==> src/rtl/pgwalk_pkg.sv <==
package pgwalk_pkg;

  localparam int VA_W   = 32;
  localparam int FC_W   = 5;
  localparam int PROT_W = 3;
  localparam int PG_LSB = 12;
  localparam int SP_LSB = 22;

  typedef logic [VA_W-1:0] addr_t;
  typedef logic [FC_W-1:0] fcode_t;
  typedef logic [1:0]      acc_t;

  localparam acc_t ACC_RD = 2'd0;
  localparam acc_t ACC_WR = 2'd1;
  localparam acc_t ACC_EX = 2'd2;

  localparam fcode_t FC_OK       = 5'h00;
  localparam fcode_t FC_L1_MISS  = 5'h05;
  localparam fcode_t FC_PG_MISS  = 5'h08;
  localparam fcode_t FC_SP_MISS  = 5'h0B;
  localparam fcode_t FC_NO_RD    = 5'h11;
  localparam fcode_t FC_NO_WR    = 5'h12;
  localparam fcode_t FC_NO_EX    = 5'h13;
  localparam fcode_t FC_BAD_TYPE = 5'h1F;

  localparam logic [1:0] DT_TABLE = 2'd0;
  localparam logic [1:0] DT_SUPER = 2'd3;
  localparam int PRES_BIT = 2;
  localparam int RD_BIT   = 8;
  localparam int WR_BIT   = 7;
  localparam int EX_BIT   = 6;

  typedef enum logic [1:0] {ST_IDLE, ST_L1, ST_L2} walk_st_e;

  function automatic addr_t l1_addr(addr_t base, addr_t va);
    return {base[VA_W-1:PG_LSB], va[VA_W-1:SP_LSB], 2'b00};
  endfunction

  function automatic addr_t l2_addr(addr_t desc, addr_t va);
    return {desc[VA_W-1:PG_LSB], va[SP_LSB-1:PG_LSB], 2'b00};
  endfunction

  function automatic addr_t super_pa(addr_t desc, addr_t va);
    return {desc[VA_W-1:SP_LSB], va[SP_LSB-1:0]};
  endfunction

  function automatic addr_t page_pa(addr_t desc, addr_t va);
    return {desc[VA_W-1:PG_LSB], va[PG_LSB-1:0]};
  endfunction

  function automatic addr_t io_pa(addr_t va);
    return {1'b1, va[VA_W-2:0]};
  endfunction

  function automatic logic is_io(addr_t va, logic user);
    return !user && !va[VA_W-1];
  endfunction

endpackage

==> src/rtl/pgwalk_perm.sv <==
module pgwalk_perm
  import pgwalk_pkg::*;
(
  input  addr_t              desc_i,
  input  acc_t               acc_i,
  input  logic               user_i,
  output logic [PROT_W-1:0]  prot_o,
  output fcode_t             code_o
);

  logic [PROT_W-1:0] need;
  logic [PROT_W-1:0] miss;

  always_comb begin
    case (acc_i)
      ACC_WR:  need = 3'b010;
      ACC_EX:  need = 3'b100;
      default: need = 3'b001;
    endcase
  end

  for (genvar i = 0; i < PROT_W; i++) begin : g_bit
    assign prot_o[i] = desc_i[RD_BIT - i];
    assign miss[i]   = user_i && need[i] && !prot_o[i];
  end

  always_comb begin
    if (miss[0])      code_o = FC_NO_RD;
    else if (miss[1]) code_o = FC_NO_WR;
    else if (miss[2]) code_o = FC_NO_EX;
    else              code_o = FC_OK;
  end

endmodule

==> src/rtl/pgwalk_ctl.sv <==
module pgwalk_ctl
  import pgwalk_pkg::*;
(
  input  logic              clk,
  input  logic              rst_n,
  input  logic              req_valid,
  input  addr_t             req_vaddr,
  input  acc_t              req_acc,
  input  logic              req_user,
  input  addr_t             tbl_base,
  input  logic              mmu_on,
  output logic              mem_rd_req,
  output addr_t             mem_rd_addr,
  input  logic              mem_rd_valid,
  input  addr_t             mem_rd_data,
  input  logic [PROT_W-1:0] perm_prot,
  input  fcode_t            perm_code,
  output logic              busy,
  output logic              done,
  output addr_t             res_paddr,
  output logic              res_super,
  output logic [PROT_W-1:0] res_prot,
  output fcode_t            res_fault,
  output logic              fin_ev,
  output fcode_t            fin_code,
  output addr_t             act_va,
  output acc_t              act_acc,
  output logic              walk_user
);

  walk_st_e st_q, st_d;
  addr_t    rd_addr_q, rd_addr_d;
  addr_t    va_q;
  acc_t     acc_q;
  logic     user_q;

  addr_t             fin_pa;
  logic              fin_sup;
  logic [PROT_W-1:0] fin_prot;
  logic              accept;
  logic [1:0]        dtype;
  logic              present;

  assign dtype   = mem_rd_data[1:0];
  assign present = mem_rd_data[PRES_BIT];

  assign act_va    = (st_q == ST_IDLE) ? req_vaddr : va_q;
  assign act_acc   = (st_q == ST_IDLE) ? req_acc   : acc_q;
  assign walk_user = user_q;

  assign busy        = (st_q != ST_IDLE);
  assign mem_rd_req  = busy;
  assign mem_rd_addr = rd_addr_q;

  always_comb begin
    st_d      = st_q;
    rd_addr_d = rd_addr_q;
    accept    = 1'b0;
    fin_ev    = 1'b0;
    fin_code  = FC_OK;
    fin_pa    = '0;
    fin_sup   = 1'b0;
    fin_prot  = '0;
    case (st_q)
      ST_IDLE: begin
        if (req_valid) begin
          accept = 1'b1;
          if (!mmu_on) begin
            fin_ev   = 1'b1;
            fin_pa   = req_vaddr;
            fin_prot = '1;
          end else if (is_io(req_vaddr, req_user)) begin
            fin_ev   = 1'b1;
            fin_pa   = io_pa(req_vaddr);
            fin_prot = '1;
          end else begin
            st_d      = ST_L1;
            rd_addr_d = l1_addr(tbl_base, req_vaddr);
          end
        end
      end
      ST_L1: begin
        if (mem_rd_valid) begin
          if (dtype == DT_SUPER) begin
            fin_ev = 1'b1;
            if (!present) begin
              fin_code = FC_SP_MISS;
            end else begin
              fin_code = perm_code;
              fin_pa   = super_pa(mem_rd_data, va_q);
              fin_sup  = 1'b1;
              fin_prot = perm_prot;
            end
          end else if (dtype == DT_TABLE) begin
            if (!present) begin
              fin_ev   = 1'b1;
              fin_code = FC_L1_MISS;
            end else begin
              st_d      = ST_L2;
              rd_addr_d = l2_addr(mem_rd_data, va_q);
            end
          end else begin
            fin_ev   = 1'b1;
            fin_code = FC_BAD_TYPE;
          end
        end
      end
      ST_L2: begin
        if (mem_rd_valid) begin
          fin_ev = 1'b1;
          if (!present) begin
            fin_code = FC_PG_MISS;
          end else if (dtype != DT_TABLE) begin
            fin_code = FC_BAD_TYPE;
          end else begin
            fin_code = perm_code;
            fin_pa   = page_pa(mem_rd_data, va_q);
            fin_prot = perm_prot;
          end
        end
      end
      default: st_d = ST_IDLE;
    endcase
    if (fin_ev) begin
      st_d = ST_IDLE;
      if (fin_code != FC_OK) begin
        fin_pa   = '0;
        fin_sup  = 1'b0;
        fin_prot = '0;
      end
    end
  end

  always_ff @(posedge clk) begin
    if (!rst_n) begin
      st_q      <= ST_IDLE;
      rd_addr_q <= '0;
      va_q      <= '0;
      acc_q     <= ACC_RD;
      user_q    <= 1'b0;
      done      <= 1'b0;
      res_paddr <= '0;
      res_super <= 1'b0;
      res_prot  <= '0;
      res_fault <= FC_OK;
    end else begin
      st_q      <= st_d;
      rd_addr_q <= rd_addr_d;
      done      <= fin_ev;
      if (accept) begin
        va_q   <= req_vaddr;
        acc_q  <= req_acc;
        user_q <= req_user;
      end
      if (fin_ev) begin
        res_paddr <= fin_pa;
        res_super <= fin_sup;
        res_prot  <= fin_prot;
        res_fault <= fin_code;
      end
    end
  end

endmodule

==> src/rtl/pgwalk_flt.sv <==
module pgwalk_flt
  import pgwalk_pkg::*;
(
  input  logic   clk,
  input  logic   rst_n,
  input  logic   fin_ev,
  input  fcode_t fin_code,
  input  addr_t  act_va,
  input  acc_t   act_acc,
  output fcode_t flt_status,
  output addr_t  flt_addr,
  output logic   itrap,
  output logic   dtrap
);

  logic is_fault;
  assign is_fault = fin_ev && (fin_code != FC_OK);

  always_ff @(posedge clk) begin
    if (!rst_n) begin
      flt_status <= FC_OK;
      flt_addr   <= '0;
      itrap      <= 1'b0;
      dtrap      <= 1'b0;
    end else begin
      itrap <= is_fault && (act_acc == ACC_EX);
      dtrap <= is_fault && (act_acc != ACC_EX);
      if (is_fault) begin
        flt_status <= fin_code;
        flt_addr   <= act_va;
      end
    end
  end

endmodule

==> src/rtl/pgwalk_top.sv <==
module pgwalk_top
  import pgwalk_pkg::*;
(
  input  logic        clk,
  input  logic        rst_n,
  input  logic        req_valid,
  input  logic [31:0] req_vaddr,
  input  logic [1:0]  req_acc,
  input  logic        req_user,
  input  logic [31:0] tbl_base,
  input  logic        mmu_on,
  output logic        mem_rd_req,
  output logic [31:0] mem_rd_addr,
  input  logic        mem_rd_valid,
  input  logic [31:0] mem_rd_data,
  output logic        busy,
  output logic        done,
  output logic [31:0] res_paddr,
  output logic        res_super,
  output logic [2:0]  res_prot,
  output logic [4:0]  res_fault,
  output logic [4:0]  flt_status,
  output logic [31:0] flt_addr,
  output logic        itrap,
  output logic        dtrap
);

  logic [PROT_W-1:0] perm_prot;
  fcode_t            perm_code;
  logic              fin_ev;
  fcode_t            fin_code;
  addr_t             act_va;
  acc_t              act_acc;
  logic              walk_user;

  pgwalk_perm u_perm (
    .desc_i (mem_rd_data),
    .acc_i  (act_acc),
    .user_i (walk_user),
    .prot_o (perm_prot),
    .code_o (perm_code)
  );

  pgwalk_ctl u_ctl (
    .clk          (clk),
    .rst_n        (rst_n),
    .req_valid    (req_valid),
    .req_vaddr    (req_vaddr),
    .req_acc      (req_acc),
    .req_user     (req_user),
    .tbl_base     (tbl_base),
    .mmu_on       (mmu_on),
    .mem_rd_req   (mem_rd_req),
    .mem_rd_addr  (mem_rd_addr),
    .mem_rd_valid (mem_rd_valid),
    .mem_rd_data  (mem_rd_data),
    .perm_prot    (perm_prot),
    .perm_code    (perm_code),
    .busy         (busy),
    .done         (done),
    .res_paddr    (res_paddr),
    .res_super    (res_super),
    .res_prot     (res_prot),
    .res_fault    (res_fault),
    .fin_ev       (fin_ev),
    .fin_code     (fin_code),
    .act_va       (act_va),
    .act_acc      (act_acc),
    .walk_user    (walk_user)
  );

  pgwalk_flt u_flt (
    .clk        (clk),
    .rst_n      (rst_n),
    .fin_ev     (fin_ev),
    .fin_code   (fin_code),
    .act_va     (act_va),
    .act_acc    (act_acc),
    .flt_status (flt_status),
    .flt_addr   (flt_addr),
    .itrap      (itrap),
    .dtrap      (dtrap)
  );

endmodule

==> config.mk <==
export PLATFORM = sky130hd
export DESIGN_NAME = pgwalk_top
export DESIGN_NICKNAME = d
export VERILOG_FILES = /design/src/rtl/pgwalk_pkg.sv /design/src/rtl/pgwalk_perm.sv /design/src/rtl/pgwalk_ctl.sv /design/src/rtl/pgwalk_flt.sv /design/src/rtl/pgwalk_top.sv
export SDC_FILE = /design/constraint.sdc
export NUM_CORES = 1
export LEC_CHECK = 0
export BUFFER_PORTS_ARGS = -buffer_cell sky130_fd_sc_hd__buf_2
export CORE_MARGIN = 3
export CORE_UTILIZATION = 45
export DETAILED_ROUTE_END_ITERATION = 8
export GPL_ROUTABILITY_DRIVEN = 0
export PLACE_DENSITY_LB_ADDON = 0.05
export SLEW_MARGIN = 20
export SYNTH_ARGS = -nofsm -noshare
export SYNTH_HDL_FRONTEND = slang
export SYNTH_SLANG_ARGS = --single-unit
==> constraint.sdc <==
create_clock -name clk -period 3.9 [get_ports clk]
set_input_delay 0.78 -clock clk [delete_from_list [all_inputs] [get_ports clk]]
set_output_delay 0.78 -clock clk [all_outputs]
set_load 0.05 [all_outputs]
==> impl_metrics.ini <==
[setup_path]
critPathKind = reg -> reg
crit_fanout = 23
crit_buf_inv = 2
crit_path_cell_trace = inv_1 -> ha_2 -> mux2_2 -> ha_1 -> nor2b_1 -> o311ai_1 -> o21ai_4 -> or3_2 -> buf_12 -> o2bb2ai_1
critPathTopFamily = compound AO/OA/AOI/OAI gates
setup.worst_path.end_class = flop
reg2reg_slack_ns = 0.47
crit_arrival_ns = 3.77
reg2reg_to = u_ctl.res_paddr[24]$_SDFFE_PN0P_
critPathLaunchType = flop
slowest_stage = or3_2
cp.required_ns = 4.24
startpoint = u_ctl.st_q[0]$_SDFFE_PP0P_
reg2reg_depth = 10
path_depth = 10
max_stage_delay_ns = 0.70
cp-endpoint = u_ctl.res_paddr[24]$_SDFFE_PN0P_
r2r_start = u_ctl.st_q[0]$_SDFFE_PP0P_

[clock_tree]
hold_buffers = 0
h-tree-depth = 4
cts.repair.resized = 0
cts_root_buf = clkbuf_16
cts_tree = built
clk_latency_ns = 0.42
post_cts_buffers = 0
clkTransAtPathRegs_ns = 0.06
cts_buffers = 17
cts_buffer_depth = 2
clock-sinks = 148

[detailed_routing]
first_pass_iters = 6
ant_nets = 0
viasPerCell = 5.54
post_drt_wl_per_cell_um = 18.6
wirelength_um = 19500
drt_iter0_drc = 395
drcViolationCount = 0
vias = 5793

[synth]
synthTopCellsByArea = dfxtp_1, mux2i_1, a211oi_1
yosysWarningCount = 0
synth_adder_area_share = 0.0115
synth_top_area_frac = 0.453
synthCells = 682
synthDistinctLibCells = 47
syn-cell-area_um2 = 6540
synth_edf_count = 0
synth.ff_latch_count = 148
syn_area_per_cell_um2 = 9.59
synth_compound_area_frac = 0.275
yosysTopAreaCell = dfxtp_1
synthFlopType = dfxtp_1
synth_top_family_by_area = compound AO/OA/AOI/OAI gates
yosys.area_share.simple = 0.102
synthTopCellsByCount = dfxtp_1, nand2_1, a21oi_1, mux2i_1, a211oi_1
yosysSeqAreaShare = 0.453
async_flop_share = 0
synth_mux_area_frac = 0.101
synthMostInstantiatedCell = dfxtp_1
yosys.area_share.xor_xnor = 0

[die]
core-area_um2 = 14000
io_pins = 219
dieHeight_um = 127
dieArea_um2 = 16000
placementRows = 43
die_x_um = 127
start_util = 0.466

[layout]
area_delta_synth_final_pct = 24.7
diodes = 0
post-route-util = 0.581
fill_cells = 1294
final_nets = 962
post-route-cell-area_um2 = 8150
drive_above_1_share = 0.333
fin_cells = 1045

[timing]
finalSetupTns_ns = 0
relSlewSlack = 0.306
fin_ws_ns = 0.472
post-route-period-util = 0.879
worstMarginPinSlew_ns = 1.04
setup_viol = 0
holdWs_ns = 0.455
max_clock_freq_mhz = 292
layout_min_cycle_time_ns = 3.43
final-hold-violation-count = 0
finalClockSkew_ns = 0.0104
report.final.slew_viol_count = 0
grt_setup_unrepaired = no

[power_and_ir_drop]
total_power_mw = 4.33
irDropWorstVdd_uv = 276
leakage_nw = 3.53
power_density_nw_per_um2 = 531

[global_route]
track_usage = 0.240
grt_pass1_wl_um = 30900
grt-ovfl-total = 0
grt_pass1_vias = 5742
antenna_found_initial = 0
grt_max_degree = 96

[place]
post-dp-hpwl_um = 13500
placement.io_buffers = 198
dpl_cell_area_um2 = 7590
dp.cells = 1013
dpl_worst_slack_ns = 0.332

[flow_run]
drv_cap = 0

[run_status]
status = complete, no violations

[worst_hold_path]
hold_path_class = reg -> reg
[layer usage]
| layer | wire length (um) | track usage | share of wire |
|---|---|---|---|
| met4 | 250 | 0.0719 | 0.013 |
| met2 | 9130 | 0.390 | 0.47 |
| met5 | 0 | 0 | 0 |
| met3 | 1510 | 0.0648 | 0.078 |
| met1 | 8580 | 0.314 | 0.44 |
[worst min path at each step]
stage	start	cells past startpoint	end	slack (ns)
3_5_place_dp	u_ctl.va_q[23]$_SDFFE_PN0P_	2	u_ctl.va_q[23]$_SDFFE_PN0P_	0.45
2_1_floorplan	u_ctl.acc_q[0]$_SDFFE_PN0P_	2	u_ctl.acc_q[0]$_SDFFE_PN0P_	0.43
3_3_place_gp	u_ctl.va_q[22]$_SDFFE_PN0P_	2	u_ctl.va_q[22]$_SDFFE_PN0P_	0.44
4_1_cts	u_ctl.va_q[26]$_SDFFE_PN0P_	2	u_ctl.va_q[26]$_SDFFE_PN0P_	0.46
5_1_grt	u_ctl.va_q[22]$_SDFFE_PN0P_	2	u_ctl.va_q[22]$_SDFFE_PN0P_	0.47
6_report	u_ctl.res_fault[1]$_SDFFE_PN0P_	2	u_ctl.res_fault[1]$_SDFFE_PN0P_	0.45
[flip-flops by register name (all words and copies together) (netlist names)]
signal,count
u_ctl.acc_q,2
u_ctl.done,1
u_ctl.mem_rd_addr,30
u_ctl.res_fault,5
u_ctl.res_paddr,32
u_ctl.res_prot,3
u_ctl.res_super,1
u_ctl.st_q,2
u_ctl.va_q,32
u_ctl.walk_user,1
u_flt.dtrap,1
u_flt.flt_addr,32
u_flt.flt_status,5
u_flt.itrap,1
[layout by cell type, fill, tap and decap left out, drive strengths merged, types with 6 or more instances in the layout]
cell | synthesis | routed
ha | 6 | 6
inv | 8 | 9
nand2 | 89 | 89
o2bb2ai | 35 | 35
dfxtp | 148 | 148
a22oi | 21 | 21
nor2 | 41 | 41
clkbuf | 36 | 20
clkinv | 0 | 8
a211oi | 62 | 62
a222oi | 10 | 10
mux2i | 64 | 64
o21ai | 8 | 8
buf | 28 | 214
a21oi | 82 | 82
[final cells by class]
| type | count | area (um^2) | area share |
|---|---|---|---|
| Timing Repair Buffer | 214 | 1120 | 0.138 |
| Tap cell | 180 | 225 | 0.0276 |
| Clock buffer | 20 | 457 | 0.0560 |
| Clock inverter | 12 | 105 | 0.0129 |
| Inverter | 8 | 32.5 | 0.00399 |
| Sequential cell | 148 | 2960 | 0.363 |
| Multi-Input combinational cell | 463 | 3250 | 0.398 |
[report_power, final]
| part | internal [mW] | switching (mW) |
|---|---|---|
| Combinational | 0.321 | 0.769 |
| Clock | 0.909 | 0.634 |
| Sequential | 1.63 | 0.0688 |
[tightest hold or removal path: stages, from the launching register on]
cell and delay (ns):
dfxtp_1 0.31, nand2_1 0.05, a21oi_1 0.05
[logic make-up (layout without fill, tap and decap cells)]
logic type / after synthesis / count (layout)
AND/OR/NAND/NOR: 156 / 156
AO/OA/AOI/OAI: 233 / 233
adder cells (fa/ha/maj): 6 / 6
other: 1 / 2
buffers and inverters: 72 / 254
flip-flops: 148 / 148
multiplexers: 66 / 66
Power figures use the tool's default switching activity.
